--- src/rtl/null_trap_pkg.sv ---
// Shared types for the low-address trap.
// Assumes nothing beyond a single bus clock domain.
package null_trap_pkg;
    // Classification of the current master request.
    typedef enum logic [1:0] {
        REQ_NONE   = 2'd0,
        REQ_PASS   = 2'd1,
        REQ_RD_HIT = 2'd2,
        REQ_WR_HIT = 2'd3
    } req_kind_e;
endpackage

--- src/rtl/null_trap_window.sv ---
// Region match for a power-of-two window anchored at address zero.
// Assumes WIN_BYTES is a power of two. Only the bits above log2(WIN_BYTES)
// are compared.
module null_trap_window #(
    parameter int AW        = 32,
    parameter int WIN_BYTES = 524288
) (
    input  logic [AW-1:0] adr,
    output logic          in_win
);
    localparam int WIN_LOG = $clog2(WIN_BYTES);

    initial assert (WIN_BYTES == (1 << WIN_LOG))
        else $error("WIN_BYTES must be a power of two");

    generate
        if (WIN_LOG >= AW) begin : g_all
            // Region covers the whole address space.
            always_comb in_win = 1'b1;
        end else begin : g_upper
            // Inside when every upper bit is zero.
            always_comb in_win = ~|adr[AW-1:WIN_LOG];
        end
    endgenerate
endmodule

--- src/rtl/null_trap_rd_err.sv ---
// Error responder for trapped reads: produces a one-cycle error pulse,
// registered, after an in-region read request. Assumes the master holds
// its request until it sees a response.
module null_trap_rd_err (
    input  logic clk,
    input  logic rst_n,
    input  logic rd_hit,
    output logic err_q
);
    // Raise the pulse one cycle after a request, then drop it.
    always_ff @(posedge clk) begin
        if (!rst_n) err_q <= 1'b0;
        else        err_q <= rd_hit & ~err_q;
    end

    assert_pulse_single_R7: assert property (@(posedge clk) disable iff (!rst_n)
        err_q |=> !err_q);
    assert_pulse_needs_req_R3: assert property (@(posedge clk) disable iff (!rst_n)
        (rd_hit && !err_q) |=> err_q);
endmodule

--- src/rtl/null_trap_guard.sv ---
// Low-address trap between a bus master and the boot flash slave.
// In-region reads are blocked and answered with an error. In-region writes
// reach the slave and get an error together with the slave acknowledge.
// Assumes a byte address on m_adr and a slave that acknowledges with s_ack.
module null_trap_guard #(
    parameter int AW        = 32,
    parameter int DW        = 32,
    parameter int WIN_BYTES = 524288
) (
    input  logic            clk,
    input  logic            rst_n,
    input  logic            m_cyc,
    input  logic            m_stb,
    input  logic            m_we,
    input  logic [AW-1:0]   m_adr,
    input  logic [DW/8-1:0] m_sel,
    input  logic [DW-1:0]   m_dat_w,
    output logic [DW-1:0]   m_dat_r,
    output logic            m_ack,
    output logic            m_err,
    output logic            s_cyc,
    output logic            s_stb,
    output logic            s_we,
    output logic [AW-1:0]   s_adr,
    output logic [DW/8-1:0] s_sel,
    output logic [DW-1:0]   s_dat_w,
    input  logic [DW-1:0]   s_dat_r,
    input  logic            s_ack
);
    import null_trap_pkg::*;

    logic      in_win;
    logic      rd_hit;
    logic      wr_hit;
    logic      err_q;
    req_kind_e kind;

    null_trap_window #(.AW(AW), .WIN_BYTES(WIN_BYTES)) u_window (
        .adr    (m_adr),
        .in_win (in_win)
    );

    // Classify the present master request.
    always_comb begin
        if (!(m_cyc && m_stb)) kind = REQ_NONE;
        else if (!in_win)      kind = REQ_PASS;
        else if (m_we)         kind = REQ_WR_HIT;
        else                   kind = REQ_RD_HIT;
    end

    assign rd_hit = (kind == REQ_RD_HIT);
    assign wr_hit = (kind == REQ_WR_HIT);

    null_trap_rd_err u_rd_err (
        .clk    (clk),
        .rst_n  (rst_n),
        .rd_hit (rd_hit),
        .err_q  (err_q)
    );

    // Forward the request to the slave unless it is a trapped read.
    always_comb begin
        s_cyc   = m_cyc & ~rd_hit;
        s_stb   = m_stb & ~rd_hit;
        s_we    = m_we;
        s_adr   = m_adr;
        s_sel   = m_sel;
        s_dat_w = m_dat_w;
    end

    // Build the master response from slave and local error sources.
    always_comb begin
        m_dat_r = s_dat_r;
        m_ack   = s_ack & ~rd_hit;
        m_err   = (err_q & rd_hit) | (wr_hit & s_ack);
    end

    assert_rd_blocked_R3: assert property (@(posedge clk) disable iff (!rst_n)
        rd_hit |-> (!s_stb && !s_cyc && !m_ack));
    assert_wr_err_with_ack_R4: assert property (@(posedge clk) disable iff (!rst_n)
        (wr_hit && s_ack) |-> (m_err && m_ack && s_stb));
    assert_err_needs_req_R5: assert property (@(posedge clk) disable iff (!rst_n)
        m_err |-> (m_cyc && m_stb && in_win));
    assert_pass_clean_R2: assert property (@(posedge clk) disable iff (!rst_n)
        (m_cyc && m_stb && !in_win) |-> (!m_err && m_ack == s_ack && s_stb));
endmodule

--- config.mk ---
export PLATFORM = sky130hd
export DESIGN_NAME = null_trap_guard
export DESIGN_NICKNAME = d
export VERILOG_FILES = /design/src/rtl/null_trap_pkg.sv /design/src/rtl/null_trap_window.sv /design/src/rtl/null_trap_rd_err.sv /design/src/rtl/null_trap_guard.sv
export SDC_FILE = /design/constraint.sdc
export NUM_CORES = 1
export LEC_CHECK = 0
export CAP_MARGIN = 30
export CORE_AREA = 2 2 81 83
export DETAILED_ROUTE_END_ITERATION = 16
export DIE_AREA = 0 0 83 85
export DONT_BUFFER_PORTS = 1
export PLACE_DENSITY = 0.32
export SLEW_MARGIN = 20
export SYNTH_ARGS = -nofsm -noshare
export SYNTH_HDL_FRONTEND = slang
export SYNTH_SLANG_ARGS = --single-unit
--- constraint.sdc ---
create_clock -name clk -period 0.96 [get_ports clk]
set_clock_uncertainty 0.05 [all_clocks]
set_input_delay 0.096 -clock clk [delete_from_list [all_inputs] [get_ports clk]]
set_output_delay 0.096 -clock clk [all_outputs]
set_load 0.02 [all_outputs]
Word-level counts from Yosys, hierarchy flattened
Index checks and enable logic that the tools add are counted.
W data, S select, Z words.
{"block": "totals", "ff_bits": 1, "input_bits": 106, "out_inout_bits": 105, "word_cells": 17}
{"block": "op_classes", "n_eq_ne": 2, "muxes": 3, "bitwise_logic": 9, "reduce_logical": 2}
{"cell": "$reduce_or A13 Y1", "n": 1}
{"cell": "$and A1 B1 Y1", "n": 6}
{"cell": "$eq A2 B2 Y1 const B", "n": 2}
{"cell": "$mux W2", "n": 2}
{"cell": "$not A1 Y1", "n": 2}
{"cell": "$logic_and A1 B1 Y1", "n": 1}
{"cell": "$mux W1", "n": 1}
{"cell": "$or A1 B1 Y1", "n": 1}

Longest topological paths before layout
{"block": "depth", "depth_word": 6, "ltp_mapped": 3, "ltp_nobuf": 3}

Modules after synthesis
A second synthesis with hierarchy kept.
{"block": "hier_totals", "cells_unflattened": 117, "hier_area_um2": 875.8}
{"module": "null_trap_guard", "n_inst": 1, "cells_per_inst": 110, "area_per_inst_um2": 817.0, "seq_area_each_um2": 0.0}
{"module": "null_trap_window", "n_inst": 1, "cells_per_inst": 5, "area_per_inst_um2": 30.0, "seq_area_each_um2": 0.0}
{"module": "null_trap_rd_err", "n_inst": 1, "cells_per_inst": 2, "area_per_inst_um2": 28.8, "seq_area_each_um2": 20.0}

Worst setup path after synthesis
No wires, ideal clock.
{"block": "synth_timing", "path_kind": "input port to output port", "startpoint": "input m_adr[24]", "endpoint": "output m_ack", "arrival_time_ns": 0.809, "t_required_ns": 0.814, "setup_slack_ns": 0.005, "stages": 3, "n_path_buf": 0, "cell_sequence": "nor4_2 -> nand4_1 -> and2_1"}
{"block": "synth_between", "elab_chain_len": 6}
{"element": "start, declared", "line_no": "null_trap_guard.sv:15", "rtl": "input logic [AW-1:0] m_adr,"}
{"element": "$reduce_or A13 Y1", "line_no": "null_trap_window.sv:22", "rtl": "always_comb in_win = ~|adr[AW-1:WIN_LOG];"}
{"element": "$mux W2", "line_no": "null_trap_guard.sv:46", "rtl": "else if (!in_win) kind = REQ_PASS;"}
{"element": "$mux W2", "line_no": "null_trap_guard.sv:45", "rtl": "if (!(m_cyc && m_stb)) kind = REQ_NONE;"}
{"element": "$eq A2 B2 Y1", "line_no": "null_trap_guard.sv:51", "rtl": "assign rd_hit = (kind == REQ_RD_HIT);"}
{"element": "$not A1 Y1", "line_no": "null_trap_guard.sv:74", "rtl": "m_ack = s_ack & ~rd_hit;"}
{"element": "$and A1 B1 Y1", "line_no": "null_trap_guard.sv:74"}
{"element": "end, declared", "line_no": "null_trap_guard.sv:19", "rtl": "output logic m_ack,"}
Every way passes these cells.

Final worst setup path
{"block": "layout_timing", "startpoint": "input m_adr[19]", "endpoint": "output s_stb"}
{"block": "layout_between", "elab_chain_len": 6}
{"element": "$reduce_or A13 Y1", "line_no": "null_trap_window.sv:22"}
{"element": "$mux W2", "line_no": "null_trap_guard.sv:46"}
{"element": "$mux W2", "line_no": "null_trap_guard.sv:45"}
{"element": "$eq A2 B2 Y1", "line_no": "null_trap_guard.sv:51"}
{"element": "$not A1 Y1", "line_no": "null_trap_guard.sv:64", "rtl": "s_stb = m_stb & ~rd_hit;"}
{"element": "$and A1 B1 Y1", "line_no": "null_trap_guard.sv:64"}
{"element": "end, declared", "line_no": "null_trap_guard.sv:22", "rtl": "output logic s_stb,"}
Every way passes these cells.

==> results.py <==
metrics = {
    "status": {
        "status": "complete, but fails checks",
        "violations": "setup timing",
    },
    "detailed_routing": {
        "drc": 0,
        "vias": 253,
        "drt_iter0_drc": 1,
        "vias_per_cell": 2.72,
        "first_pass_iters": 2,
        "antenna_left": 0,
        "avgRoutedWirePerCell_um": 17.2,
        "wirelength_um": 1600,
    },
    "floorplanning": {
        "start_util_pct": 14.3,
        "die-area_sq_um": 7060,
        "dieHeight_um": 85,
        "core_area_sq_um": 6200,
        "rows": 29,
        "die_w_um": 83,
        "io_pins": 211,
    },
    "sta": {
        "fmax_mhz": 947,
        "timing.slew.headroom_pct": 84.9,
        "finalWorstSetupSlack_ps": -95.6,
        "slew_viol_final": 0,
        "min_period_over_period_pct": 110,
        "tightestPinTransition_ps": 225,
        "final-hold-violation-count": 0,
        "setup_violations": 5,
        "rsz0062_at_grt": "true",
        "fin_crit_ps": 1060,
    },
    "power_and_ir_drop": {
        "pwr-share-seq_pct": 55.0,
        "p_sw_mw": 0.0149,
        "irDropWorstVdd_mv": 0.107,
        "swShare_pct": 19.3,
        "powerDensity_nw_per_um2": 293,
        "p_leak_nw": 0.0528,
        "p_int_mw": 0.0622,
        "clockPowerShare_pct": 0,
        "pwr-share-comb_pct": 45.0,
    },
    "grt": {
        "overflow": 0,
        "grt_start_max_net_pins": 5,
        "grt_pass1_vias": 321,
        "antenna_found_initial": 0,
        "grt_use_total_pct": 3.88,
        "grt_pass1_wl_um": 2090,
    },
    "hold_path": {
        "hp-start": "s_dat_r[26]",
        "hold_depth": 0,
        "whs_endpoint": "m_dat_r[26]",
        "hp-class": "in2out",
    },
    "layout": {
        "largestRegisters": "u_rd_err.err_q (1)",
        "layout-drive-gt1-share_pct": 56.3,
        "top_register": "u_rd_err.err_q",
        "final_util_pct": 4.23,
        "syn_to_final_growth_pct": -70.3,
        "largest_reg_flops": 1,
        "antenna_cells": 0,
        "nNetsFinal": 124,
    },
    "synth": {
        "synth_top_family_by_area": "buffers and inverters",
        "netlist-cell-type-count": 11,
        "yosysTopAreaCell": "buf_4",
        "synth_area_leaders": "buf_4, nor4_2, dfxtp_1",
        "synth_nets": 221,
        "synth_fa_ha_area_share_pct": 0,
        "synth_top_area_share_pct": 85.7,
        "syn_inst": 115,
        "synth_compound_area_share_pct": 0,
        "syn_area_per_cell_sq_um": 7.69,
        "synth.ff_latch_count": 1,
        "muxShareOfSynthArea_pct": 1.13,
        "yosysWarnings": 0,
        "synth_area_sq_um": 885,
        "ys_seq_area_share_pct": 2.26,
        "synth_xor_area_share_pct": 0,
        "synth-simple-area-share_pct": 10.9,
    },
    "placement": {
        "place.gp.congestion": 0.677,
        "pre_cts_ws_ps": -188,
        "portBuffers": 0,
    },
    "setup_path": {
        "critPathArrivalTime_ps": 910,
        "path_max_fanout": 4,
        "critPathRequiredTime_ps": 810,
        "r2r_setup_slack_ps": 380,
        "r2r-end": "u_rd_err.err_q",
        "critPathKind": "in2out",
        "r2r_cells": 1,
        "rr_startpoint": "u_rd_err.err_q",
        "setup.worst_path.end_class": "primary output",
        "startpoint_type": "primary input",
    },
    "run": {
        "maxCapViolCount": 0,
    },
    "clocking": {
        "insertion_delay_ps": 0,
    },
}
[Yosys cell counts]
cell type and count:
buf_4 101, nor4_2 2, and4bb_2 1, nor4_1 1, and2_1 3, nor3_1 1, nor2_1 1, nand4_1 2
nor3b_2 1, mux2i_1 1, dfxtp_1 1
[cell families (layout without fill, tap and decap cells)]
logic type | after synthesis | in the layout
flip-flops | 1 | 1
multiplexers | 1 | 1
AND/OR/NAND/NOR | 12 | 12
buffers and inverters | 101 | 2
[power groups by stage]
| stage | registers (mW) | logic [mW] | clock network, mW |
|---|---|---|---|
| CTS | 0.0424 | 0.0350 | 0 |
| detailed placement | 0.0424 | 0.0282 | 0 |
| finish | 0.0424 | 0.0347 | 0 |
| global route | 0.0424 | 0.0377 | 0 |
| floorplan | 0.0424 | 0.638 | 0 |
| global placement | 0.0424 | 0.0282 | 0 |
[cells in the final DEF (no fill, tap or decap), drive strengths merged]
cell type,n
nor2,1
nor3b,1
mux2i,1
and4bb,1
nor3,1
buf,2
nand4,2
nor4,3
dfxtp,1
and2,3
[worst max-delay path: stages]
cell,delay (ps)
nor4_4,240
buf_4,150
nand4_1,180
and2_4,230
[routing by layer]
layer | vias to the layer above | GRT usage (%) | wire [um] | share of wire [%]
met5 | - | 0 | 0 | 0
li1 | 61 | - | - | -
met4 | 0 | 4.17 | 138 | 8.6
met1 | 94 | 2.39 | 340 | 21
met3 | 32 | 3.89 | 418 | 26
met2 | 66 | 6.01 | 704 | 44
[stage by stage]
step	cell area, sq um	hold slack (ps)	power [mW]	std cells	TNS [ps]
after floorplan	885	203	0.680	115	0
after global placement	238	142	0.0706	93	-511
after detailed placement	238	142	0.0706	93	-677
after CTS	254	142	0.0774	93	-446
after global routing	263	142	0.0801	93	-718
final	263	142	0.0771	93	-344
[area by class of cell]
cell class	count	area [sq um]
fillers	726	5940
multi-input cells	13	131
flip-flops and latches	1	20.0
well taps	77	96.3
repair buffers	2	15.0
[worst max path at each step]
| stage | end | cells after the start | startpoint | slack [ps] |
|---|---|---|---|---|
| after global placement | s_stb | 4 | m_adr[22] | -150 |
| after floorplan | m_ack | 3 | m_adr[24] | 5 |
| after detailed placement | s_stb | 4 | m_adr[22] | -190 |
| final | s_stb | 4 | m_adr[19] | -100 |
| after global routing | s_stb | 4 | m_adr[19] | -170 |
| after CTS | s_stb | 4 | m_adr[19] | -110 |
[repair_timing]
item / 4_1_cts / 5_1_grt
hold buffers: 0 / 0
pin swaps: 7 / 1
endpoints found under the setup margin: 5 / 5
gates resized for setup: 7 / 1
buffers inserted: 0 / 0
(Power assumes the default switching activity.)
